## src/rtl/lane_tap_trainer_pkg.sv

```systemverilog
package lane_tap_trainer_pkg;

    typedef enum logic [1:0] {
        ST_IDLE  = 2'd0,
        ST_WAIT  = 2'd1,
        ST_LEARN = 2'd2,
        ST_DATA  = 2'd3
    } trn_state_t;

endpackage

```

## src/rtl/ltt_lane_cmp.sv

```systemverilog
module ltt_lane_cmp #(
    parameter int TAPS = 4
) (
    input  logic            clk,
    input  logic            rst_n,
    input  logic            clear,
    input  logic            cmp_en,
    input  logic            exp_bit,
    input  logic [TAPS-1:0] taps,
    output logic [TAPS-1:0] pass_q,
    output logic [TAPS-1:0] pass_nxt
);

    logic [TAPS-1:0] hit;

    always_comb begin
        hit      = ~(taps ^ {TAPS{exp_bit}});
        pass_nxt = cmp_en ? (pass_q & hit) : pass_q;
    end

    always_ff @(posedge clk) begin
        if (!rst_n) begin
            pass_q <= '0;
        end else if (clear) begin
            pass_q <= '1;
        end else begin
            pass_q <= pass_nxt;
        end
    end

    AST_PASS_ONLY_DROPS: assert property (@(posedge clk) disable iff (!rst_n)
        !clear |=> ((pass_q & ~$past(pass_q)) == '0));

endmodule

```

## src/rtl/ltt_tap_pick.sv

```systemverilog
module ltt_tap_pick #(
    parameter int TAPS   = 4,
    parameter int TSEL_W = $clog2(TAPS)
) (
    input  logic [TAPS-1:0]   pass,
    input  logic [TSEL_W-1:0] dflt,
    output logic [TSEL_W-1:0] sel,
    output logic              none
);

    int   lo;
    int   hi;
    logic found;
    logic run;

    always_comb begin
        found = 1'b0;
        lo    = 0;
        run   = 1'b1;
        for (int t = 0; t < TAPS; t++) begin
            if (!found && pass[t]) begin
                found = 1'b1;
                lo    = t;
            end
        end
        hi = lo;
        for (int t = 0; t < TAPS; t++) begin
            if (t > lo) begin
                if (run && pass[t]) begin
                    hi = t;
                end else begin
                    run = 1'b0;
                end
            end
        end
        none = !found;
        sel  = found ? TSEL_W'((lo + hi) / 2) : dflt;
    end

    always_comb begin
        if (pass != '0) begin
            AST_PICK_PASSES: assert (pass[sel]);
        end else begin
            AST_PICK_DEFAULT: assert (sel == dflt);
        end
    end

endmodule

```

## src/rtl/ltt_lane_mux.sv

```systemverilog
module ltt_lane_mux #(
    parameter int TAPS   = 4,
    parameter int TSEL_W = $clog2(TAPS)
) (
    input  logic [TAPS-1:0]   taps,
    input  logic [TSEL_W-1:0] sel,
    input  logic              en,
    output logic              dout
);

    always_comb begin
        dout = en ? taps[sel] : 1'b0;
    end

endmodule

```

## src/rtl/lane_tap_trainer.sv

```systemverilog
module lane_tap_trainer
    import lane_tap_trainer_pkg::*;
#(
    parameter int LANES = 8,
    parameter int TAPS  = 4,
    parameter int PAT_W = 8,
    parameter int LAT_W = 6
) (
    input  logic                            clk,
    input  logic                            rst_n,
    input  logic                            rd_start,
    input  logic                            rd_stop,
    input  logic [PAT_W-1:0]                pattern,
    input  logic [LAT_W-1:0]                latency,
    input  logic [$clog2(TAPS)-1:0]         dflt_tap,
    input  logic [LANES*TAPS-1:0]           tap_bits,
    output logic [LANES-1:0]                data_out,
    output logic                            data_valid,
    output logic [LANES*$clog2(TAPS)-1:0]   sel_taps,
    output logic                            train_err
);

    localparam int TSEL_W = $clog2(TAPS);
    localparam int BIT_W  = $clog2(PAT_W);

    trn_state_t        state_q;
    trn_state_t        state_d;
    logic [LAT_W-1:0]  cnt_q;
    logic [BIT_W-1:0]  bidx_q;
    logic [LAT_W-1:0]  eff_lat;
    logic [LAT_W-1:0]  wait_last;

    logic clear;
    logic cmp_en;
    logic learn_last;
    logic exp_bit;

    logic [LANES-1:0]  lane_none;
    logic [TSEL_W-1:0] sel_q   [LANES];
    logic [TSEL_W-1:0] pick_sel[LANES];

    always_comb begin
        eff_lat   = (latency < LAT_W'(PAT_W)) ? LAT_W'(PAT_W) : latency;
        wait_last = eff_lat - LAT_W'(PAT_W + 1);
    end

    // next-state logic
    always_comb begin
        state_d = state_q;
        unique case (state_q)
            ST_IDLE:  if (rd_start) state_d = (eff_lat > LAT_W'(PAT_W)) ? ST_WAIT : ST_LEARN;
            ST_WAIT:  if (cnt_q == wait_last) state_d = ST_LEARN;
            ST_LEARN: if (bidx_q == '0) state_d = ST_DATA;
            ST_DATA:  if (rd_stop) state_d = ST_IDLE;
            default:  state_d = ST_IDLE;
        endcase
    end

    // state register
    always_ff @(posedge clk) begin
        if (!rst_n) begin
            state_q <= ST_IDLE;
        end else begin
            state_q <= state_d;
        end
    end

    // outputs decoded from state
    always_comb begin
        clear      = (state_q == ST_IDLE) && rd_start;
        cmp_en     = (state_q == ST_LEARN);
        learn_last = (state_q == ST_LEARN) && (bidx_q == '0);
        data_valid = (state_q == ST_DATA);
        exp_bit    = pattern[bidx_q];
    end

    always_ff @(posedge clk) begin
        if (!rst_n) begin
            cnt_q  <= '0;
            bidx_q <= BIT_W'(PAT_W - 1);
        end else begin
            if (clear) begin
                cnt_q <= '0;
            end else if (state_q == ST_WAIT) begin
                cnt_q <= cnt_q + 1'b1;
            end
            if (state_q == ST_LEARN) begin
                bidx_q <= bidx_q - 1'b1;
            end else begin
                bidx_q <= BIT_W'(PAT_W - 1);
            end
        end
    end

    for (genvar l = 0; l < LANES; l++) begin : g_lane
        logic [TAPS-1:0] pass_q;
        logic [TAPS-1:0] pass_nxt;

        ltt_lane_cmp #(.TAPS(TAPS)) u_cmp (
            .clk      (clk),
            .rst_n    (rst_n),
            .clear    (clear),
            .cmp_en   (cmp_en),
            .exp_bit  (exp_bit),
            .taps     (tap_bits[l*TAPS +: TAPS]),
            .pass_q   (pass_q),
            .pass_nxt (pass_nxt)
        );

        ltt_tap_pick #(.TAPS(TAPS), .TSEL_W(TSEL_W)) u_pick (
            .pass (pass_nxt),
            .dflt (dflt_tap),
            .sel  (pick_sel[l]),
            .none (lane_none[l])
        );

        always_ff @(posedge clk) begin
            if (!rst_n) begin
                sel_q[l] <= '0;
            end else if (learn_last) begin
                sel_q[l] <= pick_sel[l];
            end
        end

        ltt_lane_mux #(.TAPS(TAPS), .TSEL_W(TSEL_W)) u_mux (
            .taps (tap_bits[l*TAPS +: TAPS]),
            .sel  (sel_q[l]),
            .en   (data_valid),
            .dout (data_out[l])
        );

        assign sel_taps[l*TSEL_W +: TSEL_W] = sel_q[l];

        AST_SEL_FROZEN: assert property (@(posedge clk) disable iff (!rst_n)
            (state_q == ST_DATA && $past(state_q) == ST_DATA) |-> $stable(sel_q[l]));
    end

    always_ff @(posedge clk) begin
        if (!rst_n) begin
            train_err <= 1'b0;
        end else if (learn_last && (lane_none != '0)) begin
            train_err <= 1'b1;
        end
    end

    AST_ERR_STICKY: assert property (@(posedge clk) disable iff (!rst_n)
        $past(train_err) |-> train_err);

    AST_VALID_AFTER_PATTERN: assert property (@(posedge clk) disable iff (!rst_n)
        $rose(data_valid) |-> $past(learn_last));

    AST_STOP_ENDS_READ: assert property (@(posedge clk) disable iff (!rst_n)
        (data_valid && rd_stop) |=> !data_valid);

    AST_OUT_QUIET: assert property (@(posedge clk) disable iff (!rst_n)
        !data_valid |-> (data_out == '0));

endmodule

```

## config.mk

```make
export PLATFORM = sky130hd
export DESIGN_NAME = lane_tap_trainer
export DESIGN_NICKNAME = d
export VERILOG_FILES = /design/src/rtl/lane_tap_trainer_pkg.sv /design/src/rtl/ltt_lane_cmp.sv /design/src/rtl/ltt_tap_pick.sv /design/src/rtl/ltt_lane_mux.sv /design/src/rtl/lane_tap_trainer.sv
export SDC_FILE = /design/constraint.sdc
export NUM_CORES = 1
export LEC_CHECK = 0
export CORE_ASPECT_RATIO = 1.4
export CORE_MARGIN = 4
export CORE_UTILIZATION = 52
export DETAILED_ROUTE_END_ITERATION = 12
export DONT_BUFFER_PORTS = 1
export PLACE_DENSITY = 0.69
export SLEW_MARGIN = 0
export SYNTH_ARGS = -nofsm -noshare
export SYNTH_HDL_FRONTEND = slang
export SYNTH_SLANG_ARGS = --single-unit
```

## constraint.sdc

```tcl
create_clock -name clk -period 5.1 [get_ports clk]
set_clock_uncertainty 0.1 [all_clocks]
set_input_delay 1.275 -clock clk [delete_from_list [all_inputs] [get_ports clk]]
set_output_delay 1.275 -clock clk [all_outputs]
set_load 0.05 [all_outputs]
```

==> results.md, run 1 <==
- Slowest CP cell: mux2_2
- Syn nets: around 500
- HP Class: register to register
- Drt initial violations: 159
- Net count, final: 492
- Vias in the first global route: approximately 3300
- VDD IR max: 0.000247 V
- CTS root buf: clkbuf_8
- Initial DRT Pass Iterations: 4
- Die Y: 112 µm
- Number of distinct library cells after synthesis: 54
- Clk buf depth: 2
- Setup TNS: 0 ps
- Final Wtd Congestion: approximately 0.88
- Final Slew Violations: 0
- Worst hold margin: between 300 and 400 ps
- HPWL Detailed: around 7.0 mm
- Clock transition at the registers of the reported paths: 60 ps
- Register area share after synthesis: 0.341
- Initial antenna violation count: 0
- Grt total ovfl: 0
- Register-to-register setup slack: 1390 ps
- Post-synth top flop: dfxtp_1
- Arrival time worst endpoint: 4150 ps
- Power Density: 441 mW/mm²
- Max incr delay on CP: between 600 and 700 ps
- Total setup buffers inserted after CTS: 0
- Leakage: 1.61 nW
- Final setup vio count: 0
- Syn Inst Count: 436
- TritonCTS clock tree: yes
- Relative slew slack: 0.349
- Max Fclk: between 0.2 and 0.25 GHz
- Pin slew with the least headroom to its limit: 976 ps
- Cts bufs inserted: 9
- Area delta synth->final: 3.45%
- RSZ-0062 raised after global routing: false
- Layout cell share with drive strength beyond 1: 0.0888
- Largest net degree at the start of global routing: 36
- WL per Instance: 18.3 µm
- Ys Warns: 0
- Die ar.: 0.00916 mm²
- CTS Hold Bufs: 0
- CP Launch Type: input port
- Initial Utilization: 0.539
- Final Cycle Share: 0.816
- Clk_lat worst skew: 350 ps
- Num rows: 37
- Fillcell total: ~680
- Share of Yosys cell area claimed by the top area cell type: 0.221
- Top cells by count, synth: nor2_1, dfxtp_1, a21oi_1, xnor2_1, nand2_1
- Die Wd: a little over 80 µm
- #FFs+latches synth: 60
- Largest area contributor in the netlist: dfxtp_1
- Port buffer count: 0
- Most common cell in the netlist: nor2_1
- Largest fanout on the critical path: 27
- First-pass GRT wire length: 15.6 mm
- Critical path class: input port to register
- Vias: 3153
- CTS sink cnt: 60
- Post-route cell area: ~0.0041 mm²
- Cell Area, Synth: 0.00399 mm²
- # IOs: 78
- Fin crit period: 4160 ps
- Mapped Avg Cell Area: 9.15 µm²
- Async set or reset register ratio after synthesis: 0
- Antenna viol nets, final: 0
- Placed Area: between 0.003 and 0.004 mm²
- Final wirelength: 9.63 mm
- Synth area leaders: dfxtp_1, edfxtp_1, nor2_1, xnor2_1, a21oi_1
- Crit path cell chain: mux4_1 -> mux2_2 -> xnor2_1 -> o21ai_0 -> nand2b_1 -> a22oi_1 -> fa_1 -> mux2i_1 -> nor2_1
- Total track usage: 0.225
- EDFF count, synth: 16
- Ant. Diodes: 0
- Outcome: finished clean
- DRC Markers: 0
- H-tree levels: 3
- Drt via density: ~6
- Total of max-cap violations: 0
- Post-CTS Resized: 0
- Hold Vio Cnt, Final: 0
- Critical Path RT: 5090 ps
- Crit end category: register
- Area of the core: around 0.0074 mm²
cell type report:
type | count | area, µm² | area share
multi-input combinational | 334 | 2410 | 0.584
sequential | 60 | 1360 | 0.330
clock buffer | 12 | 135 | 0.0327
tap | 97 | 121 | 0.0294
inverter | 14 | 52.6 | 0.0127
timing repair buffer | 4 | 30.0 | 0.00728
clock inverter | 4 | 16.3 | 0.00394
kinds of logic after synthesis:
family | synth area share
adders and majority gates | 0.0734
xor gates and xnor gates | 0.0762
and+or+nand+nor | 0.168
AOI/OAI and AO/OA | 0.171
muxes | 0.115
DFF | 0.341
buffers and inverters | 0.0546
flip-flops by register name, summed over array words and instances (netlist names):
register / flops
g_lane.u_cmp.pass_q: 32
sel_q: 16
train_err: 1
cnt_q: 6
state_q: 2
bidx_q: 3
final timing paths:
| path | startpoint | depth (start not counted) | end |
|---|---|---|---|
| max | pattern[5] | 9 | sel_q[1][2] |
| min | bidx_q[0] | 1 | bidx_q[0] |
| max reg2reg | bidx_q[0] | 9 | sel_q[1][2] |
| min reg2reg | bidx_q[0] | 1 | bidx_q[0] |
critical path, delay by kind of cell:
family,cells,cell delay [ps]
compound gates,2,730
xor+xnor,1,260
mux,3,1240
fa+ha+maj,1,450
simple gates,2,160
cells in the final DEF, fill, tap and decap left out, drive strengths merged, types with 10 or more instances in the layout:
master / instances
edfxtp: 16
inv: 13
mux2i: 14
mux4: 10
nand3: 15
dfxtp: 44
clkbuf: 12
nor2: 62
o21ai: 24
and2: 10
ha: 13
xnor2: 26
a21oi: 36
nand2: 24
power breakdown:
part | leakage [nW] | switching, mW | internal, mW
registers | 0.529 | 0.0718 | 0.574
logic | 1.00 | 0.488 | 0.340
clock network | 0.0769 | 0.175 | 0.171
total | 1.61 | 0.735 | 1.08
through the flow:
step,utilization,std cells,worst slack [ps],power (mW)
finish,0.557,525,940,1.82
global route,0.557,525,689,1.98
CTS,0.557,525,945,1.83
detailed placement,0.537,509,568,1.48
global placement,0.537,509,697,1.45
floorplan,-,436,989,1.34
metal layers:
layer | vias to the layer above | global-route usage | share of wire
li1 | 1542 | - | -
met1 | 1503 | 0.248 | 0.38
met2 | 93 | 0.377 | 0.52
met3 | 15 | 0.0866 | 0.082
met4 | 0 | 0.0987 | 0.017
met5 | - | 0 | 0
Note: power is estimated with default switching activity, not from simulation.
==> inputs of run 2 (changes only) <==
==> constraint.sdc (replaced) <==
create_clock -name clk -period 4 [get_ports clk]
set_clock_uncertainty 0.1 [all_clocks]
set_input_delay 1 -clock clk [delete_from_list [all_inputs] [get_ports clk]]
set_output_delay 1 -clock clk [all_outputs]
set_load 0.05 [all_outputs]
==> run 2 against run 1 <==
Against the previous run: critical endpoint is now sel_q[0][4]; core utilization up 1.9 points; critical path type unchanged; die area unchanged; critical path depth up 2; worst hold slack worse by 8.2 ps; wire length up 4.3%.
==> results.md, run 2 (synthesis gave the netlist of run 1 again) <==
- Outcome: finished clean
- Relative slew slack: 0.365 (+0.0153)
- CTS Hold Bufs: 0 (unchanged)
- VDD IR max: 0.000289 V (+17%)
- DRC Markers: 0 (unchanged)
- Die Wd: 82.0 µm (unchanged)
- CP Launch Type: input port
- Layout cell share with drive strength beyond 1: 0.130 (+0.0410)
- Post-route cell area: 0.00427 mm² (+3.5%)
- Critical path class: input port to register
- Combinational power share: 0.472 (+0.017)
- Vias: 3286 (+4.2%)
- Crit end category: register
- Final Cycle Share: 0.925
- Final setup vio count: 0 (unchanged)
- Clk buf depth: 2 (unchanged)
- Core Util, Final: 0.577 (+0.0194)
- CTS root buf: clkbuf_8
- Fillcell total: 685 (+0.44%)
- WL per Instance: 18.5 µm (+0.68%)
- Max reg flops: 32 (unchanged)
- Critical Path RT: 3970 ps (-1120 ps)
- Port buffer count: 0 (unchanged)
- Die ar.: 0.00916 mm² (unchanged)
- Max Fclk: 0.270 GHz
- Post-CTS Resized: 0 (unchanged)
- Crit path max-delay family: multiplexers
- Drt via density: 6.04 (+0.58%)
- Clock transition at the registers of the reported paths: 70 ps (about the same)
- Worst hold margin: 355 ps (-8.21 ps)
- Cts bufs inserted: 9 (unchanged)
- Net count, final: 511 (+3.9%)
- Sw Share: 0.397 (-0.00641)
- First-pass GRT wire length: 16.0 mm (+3.1%)
- Largest registers: g_lane.u_cmp.pass_q (32), sel_q (16), cnt_q (6)
- Area occupied by registers: 0.00136 mm² (unchanged)
- Arrival time worst endpoint: 3670 ps (-480 ps)
- Fin crit period: between 3000 and 4000 ps
- Vias in the first global route: 3334 (+1.2%)
- Total power: 2.43 mW (+34%)
- Area delta synth->final: 7.06%
- Met3 routed WL: 751 µm (-5.3%)
- Grt total ovfl: 0 (unchanged)
- H-tree levels: 3 (unchanged)
- WL met1: 4.00 mm (+9.7%)
- Most common cell after layout, fill and taps aside: nor2_1
- Initial Utilization: 0.539 (unchanged)
- Power Density: 569 mW/mm² (+29%)
- Hold Vio Cnt, Final: 0 (unchanged)
- Sequential Power Share: 0.339 (-0.016)
- Crit path cell chain: mux4_1 -> mux2_2 -> buf_4 -> mux2_4 -> nand2_1 -> inv_1 -> maj3_1 -> a21oi_1 -> ha_1 -> mux2i_1 -> nor2_1
- Pin slew with the least headroom to its limit: 946 ps (-30.3 ps)
- CTS sink cnt: 60 (unchanged)
- Finished Layout Cells: 544 (+3.6%)
- HP Class: register to register
- Ant. Diodes: 0 (unchanged)
- Max incr delay on CP: 490 ps (-120 ps)
- Top reg by flops: g_lane.u_cmp.pass_q
- TritonCTS clock tree: yes
- Clk_lat worst skew: 340 ps (about the same)
- Routed wl met2: 4.89 mm (-2.6%)
- # IOs: 78 (unchanged)
- Final Wtd Congestion: 0.900 (+1.7%)
- Antenna viol nets, final: 0 (unchanged)
- Clock network power share: 0.188 (-0.002)
- Placed Instances: 528 (+3.7%)
- Max layer used: met4
- Most frequent cells in the layout: nor2_1, dfxtp_1, a21oi_1, xnor2_1
- Area of the core: 0.00741 mm² (unchanged)
- Multi-input logic area: 0.00241 mm² (unchanged)
- Num rows: 37 (unchanged)
- Final wirelength: 10.0 mm (+4.3%)
- Buffers & Inverters on Critical Path: 2 (+2)
- RSZ-0062 raised after global routing: false
- HPWL Detailed: 7.34 mm (+4.8%)
- Die Y: 112 µm (unchanged)
- Initial antenna violation count: 0 (unchanged)
- Total setup buffers inserted after CTS: 0 (unchanged)
- Drt initial violations: 210 (+32%)
- Largest net degree at the start of global routing: 36 (unchanged)
- Psw: 966 µW (+31%)
- Total of max-cap violations: 0 (unchanged)
- Initial DRT Pass Iterations: 4 (unchanged)
- Largest fanout on the critical path: 15 (-44%)
- Slowest CP cell: mux4_1
- Placed Area: 0.00412 mm² (+3.6%)
- Final Slew Violations: 0 (unchanged)
- Leakage: 1.70 nW (+5.6%)
- Int Power: 1.46 mW (+35%)
- Total track usage: 0.230 (+0.00494)
[run 2: path summary, 6_finish.rpt]
| check | from | cells after the start | to | slack [ps] |
|---|---|---|---|---|
| worst min register to register | bidx_q[0] | 1 | bidx_q[0] | 360 |
| worst max register to register | bidx_q[0] | 11 | sel_q[0][4] | 490 |
| worst min-delay path | bidx_q[0] | 1 | bidx_q[0] | 360 |
| worst max-delay path | pattern[5] | 11 | sel_q[0][4] | 300 |
[run 2: cell type report]
cell class                      count  share of cell area
Multi-Input combinational cell    334               0.564
Inverter                           14              0.0123
Clock inverter                      3             0.00322
Clock buffer                       13              0.0325
Sequential cell                    60               0.319
Tap cell                           97              0.0284
Timing Repair Buffer               23              0.0404
[run 2: metal layers]
| metal | track usage | vias up |
|---|---|---|
| met4 | 0.118 | 0 |
| met3 | 0.0744 | 29 |
| met1 | 0.272 | 1564 |
| li1 | - | 1581 |
| met5 | 0 | - |
| met2 | 0.366 | 112 |
[run 2: per-stage QoR]
step                setup TNS, ps  setup WS (ps)
floorplan                       0            164
global placement                0           18.7
detailed placement          -41.6          -38.7
CTS                             0            320
global route                    0            141
finish                          0            299
[run 2: worst register-to-register path, cell delays in order (launching register included)]
cell,delay (ps)
dfxtp_1,390
mux4_1,580
mux2_2,490
buf_4,260
mux2_4,310
nand2_1,110
inv_1,50
maj3_1,350
a21oi_1,150
ha_1,250
mux2i_1,140
nor2_1,50
[run 2: power groups by stage]
stage | combinational, mW | sequential [mW] | clock, mW
floorplan | 0.888 | 0.817 | 0
global placement | 1.12 | 0.831 | 0
detailed placement | 1.14 | 0.837 | 0
CTS | 1.15 | 0.824 | 0.467
global route | 1.29 | 0.839 | 0.494
finish | 1.15 | 0.825 | 0.457
==> inputs of run 3 (changes only) <==
--- a/config.mk
+++ b/config.mk
@@ -6,7 +6,7 @@
 export NUM_CORES = 1
 export LEC_CHECK = 0
 export CORE_ASPECT_RATIO = 1.4
-export CORE_MARGIN = 4
+export CORE_MARGIN = 2
 export CORE_UTILIZATION = 52
 export DETAILED_ROUTE_END_ITERATION = 12
 export DONT_BUFFER_PORTS = 1
==> run 3 against run 2 <==
Against the previous run: setup slack lost 15 ps; wire length shrank 5.7%; largest cell class unchanged; die area shrank 8.3%.
==> results.md, run 3 (synthesis gave the netlist of run 1 again) <==
- Clock network power share: 0.234 (+0.046)
- Fin crit period: 3720 ps (+14.8 ps)
- Crit path cell chain: mux4_1 -> mux2_2 -> buf_12 -> xnor2_1 -> o21ai_0 -> nand2b_1 -> a22oi_1 -> fa_1 -> mux2i_1 -> nor2_1
- Combinational power share: 0.441 (-0.031)
- WL per Instance: 17.7 µm (-4.3%)
- HP Class: register to register
- Final setup vio count: 0 (unchanged)
- Pre-CTS worst setup slack: 14.5 ps (+53.3 ps)
- Outcome: finished clean
- Post-CTS Resized: 0 (unchanged)
- Arrival time worst endpoint: 3700 ps (+30 ps)
- Clock transition at the registers of the reported paths: 70 ps (about the same)
- Die ar.: 0.00840 mm² (-8.3%)
- Most common cell after layout, fill and taps aside: nor2_1
- Initial DRT Pass Iterations: 4 (unchanged)
- Setup TNS: 0 ps (unchanged)
- Grt total ovfl: 0 (unchanged)
- HPWL Detailed: 6.81 mm (-7.1%)
- Area of the core: 0.00741 mm² (unchanged)
- Most frequent cells in the layout: nor2_1, dfxtp_1, a21oi_1, xnor2_1, nand2_1
- Crit path max-delay family: multiplexers
- Buffers & Inverters on Critical Path: 1 (-1)
- Largest fanout on the critical path: 27 (+12)
- Area delta synth->final: 7.69%
- Hold Vio Cnt, Final: 0 (unchanged)
- Ant. Diodes: 0 (unchanged)
- Drt via density: 6.02 (-0.39%)
- Leakage: 1.71 nW (+0.40%)
- Total of max-cap violations: 0 (unchanged)
- Die Y: 108 µm (-3.6%)
- Pin slew with the least headroom to its limit: 796 ps (-150 ps)
- Placed Area: 0.00407 mm² (-1.2%)
- Sw Share: 0.383 (-0.0143)
- Num rows: 37 (unchanged)
- Die Wd: 78.0 µm (-4.9%)
- Final wirelength: 9.47 mm (-5.7%)
- Max reg flops: 32 (unchanged)
- Setup ws final: 284 ps (-14.8 ps)
- Power Density: 589 mW/mm² (+3.5%)
- Psw: 970 µW (+0.40%)
- Cts bufs inserted: 9 (unchanged)
- DRC Markers: 0 (unchanged)
- Core Util, Final: 0.580 (+0.00338)
- Crit end category: register
- Max incr delay on CP: 490 ps (about the same)
- H-tree levels: 3 (unchanged)
- Clk buf depth: 2 (unchanged)
- VDD IR max: 0.000282 V (-2.5%)
- Int Power: 1.56 mW (+6.6%)
- Critical path class: input port to register
- Sequential Power Share: 0.325 (-0.014)
- Initial Utilization: 0.539 (unchanged)
- Max Fclk: 0.269 GHz (-0.40%)
- Top reg by flops: g_lane.u_cmp.pass_q
- Largest registers: g_lane.u_cmp.pass_q (32), sel_q (16), cnt_q (6)
- CTS Hold Bufs: 0 (unchanged)
- Vias in the first global route: 3209 (-3.7%)
- Final Slew Violations: 0 (unchanged)
- CTS sink cnt: 60 (unchanged)
- Post-route cell area: 0.00430 mm² (+0.59%)
- RSZ-0062 raised after global routing: false
- Critical Path RT: 3980 ps (about the same)
- First-pass GRT wire length: 15.3 mm (-4.5%)
- Final Wtd Congestion: 0.911 (+1.3%)
- Port buffer count: 0 (unchanged)
- Vias: 3225 (-1.9%)
- CTS root buf: clkbuf_8
- Clk_lat worst skew: 350 ps (about the same)
- Antenna viol nets, final: 0 (unchanged)
- Relative slew slack: 0.465 (+0.101)
- # IOs: 78 (unchanged)
- Net count, final: 503 (-1.6%)
- Drt initial violations: 135 (-36%)
- Slowest CP cell: mux4_1
- Final Cycle Share: 0.929 (+0.00371)
- Initial antenna violation count: 0 (unchanged)
- Largest net degree at the start of global routing: 36 (unchanged)
- TritonCTS clock tree: yes
- CP Launch Type: input port
- Total track usage: 0.237 (+0.00656)
- Total setup buffers inserted after CTS: 0 (unchanged)
- Layout cell share with drive strength beyond 1: 0.125 (-0.00447)
-- run 3: changes by cell type in the layout (fill, tap and decap cells not counted) --
cell / change
clkbuf_1: -4
buf_12: +1
clkbuf_8: +3
buf_4: -9
clkbuf_16: +2
clkinv_1: -1
-- run 3: power by group through the flow --
stage	Sequential (mW)	Combinational (mW)	Clock, mW
2_1_floorplan	0.817	0.888	0
3_3_place_gp	0.829	1.08	0
3_5_place_dp	0.834	1.11	0
4_1_cts	0.820	1.12	0.603
5_1_grt	0.835	1.25	0.631
6_report	0.822	1.12	0.593
-- run 3: layout make-up --
class,count,area [µm²]
Timing Repair Buffer,15,125
Multi-Input combinational cell,334,2410
Sequential cell,60,1360
Clock inverter,2,10.0
Clock buffer,14,215
Tap cell,97,121
Fill cell,701,3110
Inverter,14,52.6
-- run 3: path summary, 6_finish.rpt --
path / cells past startpoint / startpoint / endpoint / slack, ps
worst max register to register: 10 / bidx_q[0] / sel_q[1][2] / 450
worst min-delay path: 1 / bidx_q[0] / bidx_q[0] / 360
worst min register to register: 1 / bidx_q[0] / bidx_q[0] / 360
worst max-delay path: 10 / pattern[5] / sel_q[1][2] / 280
-- run 3: through the flow --
step	std cells	power (mW)	hold WS, ps
final	536	2.53	359
after global routing	536	2.72	402
after CTS	536	2.54	369
after detailed placement	520	1.94	352
after global placement	520	1.91	341
after floorplan	436	1.71	325
-- run 3: per-layer routing --
| layer | GRT usage | vias up | part of all wire |
|---|---|---|---|
| met2 | 0.402 | 89 | 0.50 |
| met1 | 0.281 | 1556 | 0.41 |
| met5 | 0 | - | 0 |
| met4 | 0.0915 | 0 | 0.019 |
| li1 | - | 1566 | - |
| met3 | 0.0705 | 14 | 0.069 |
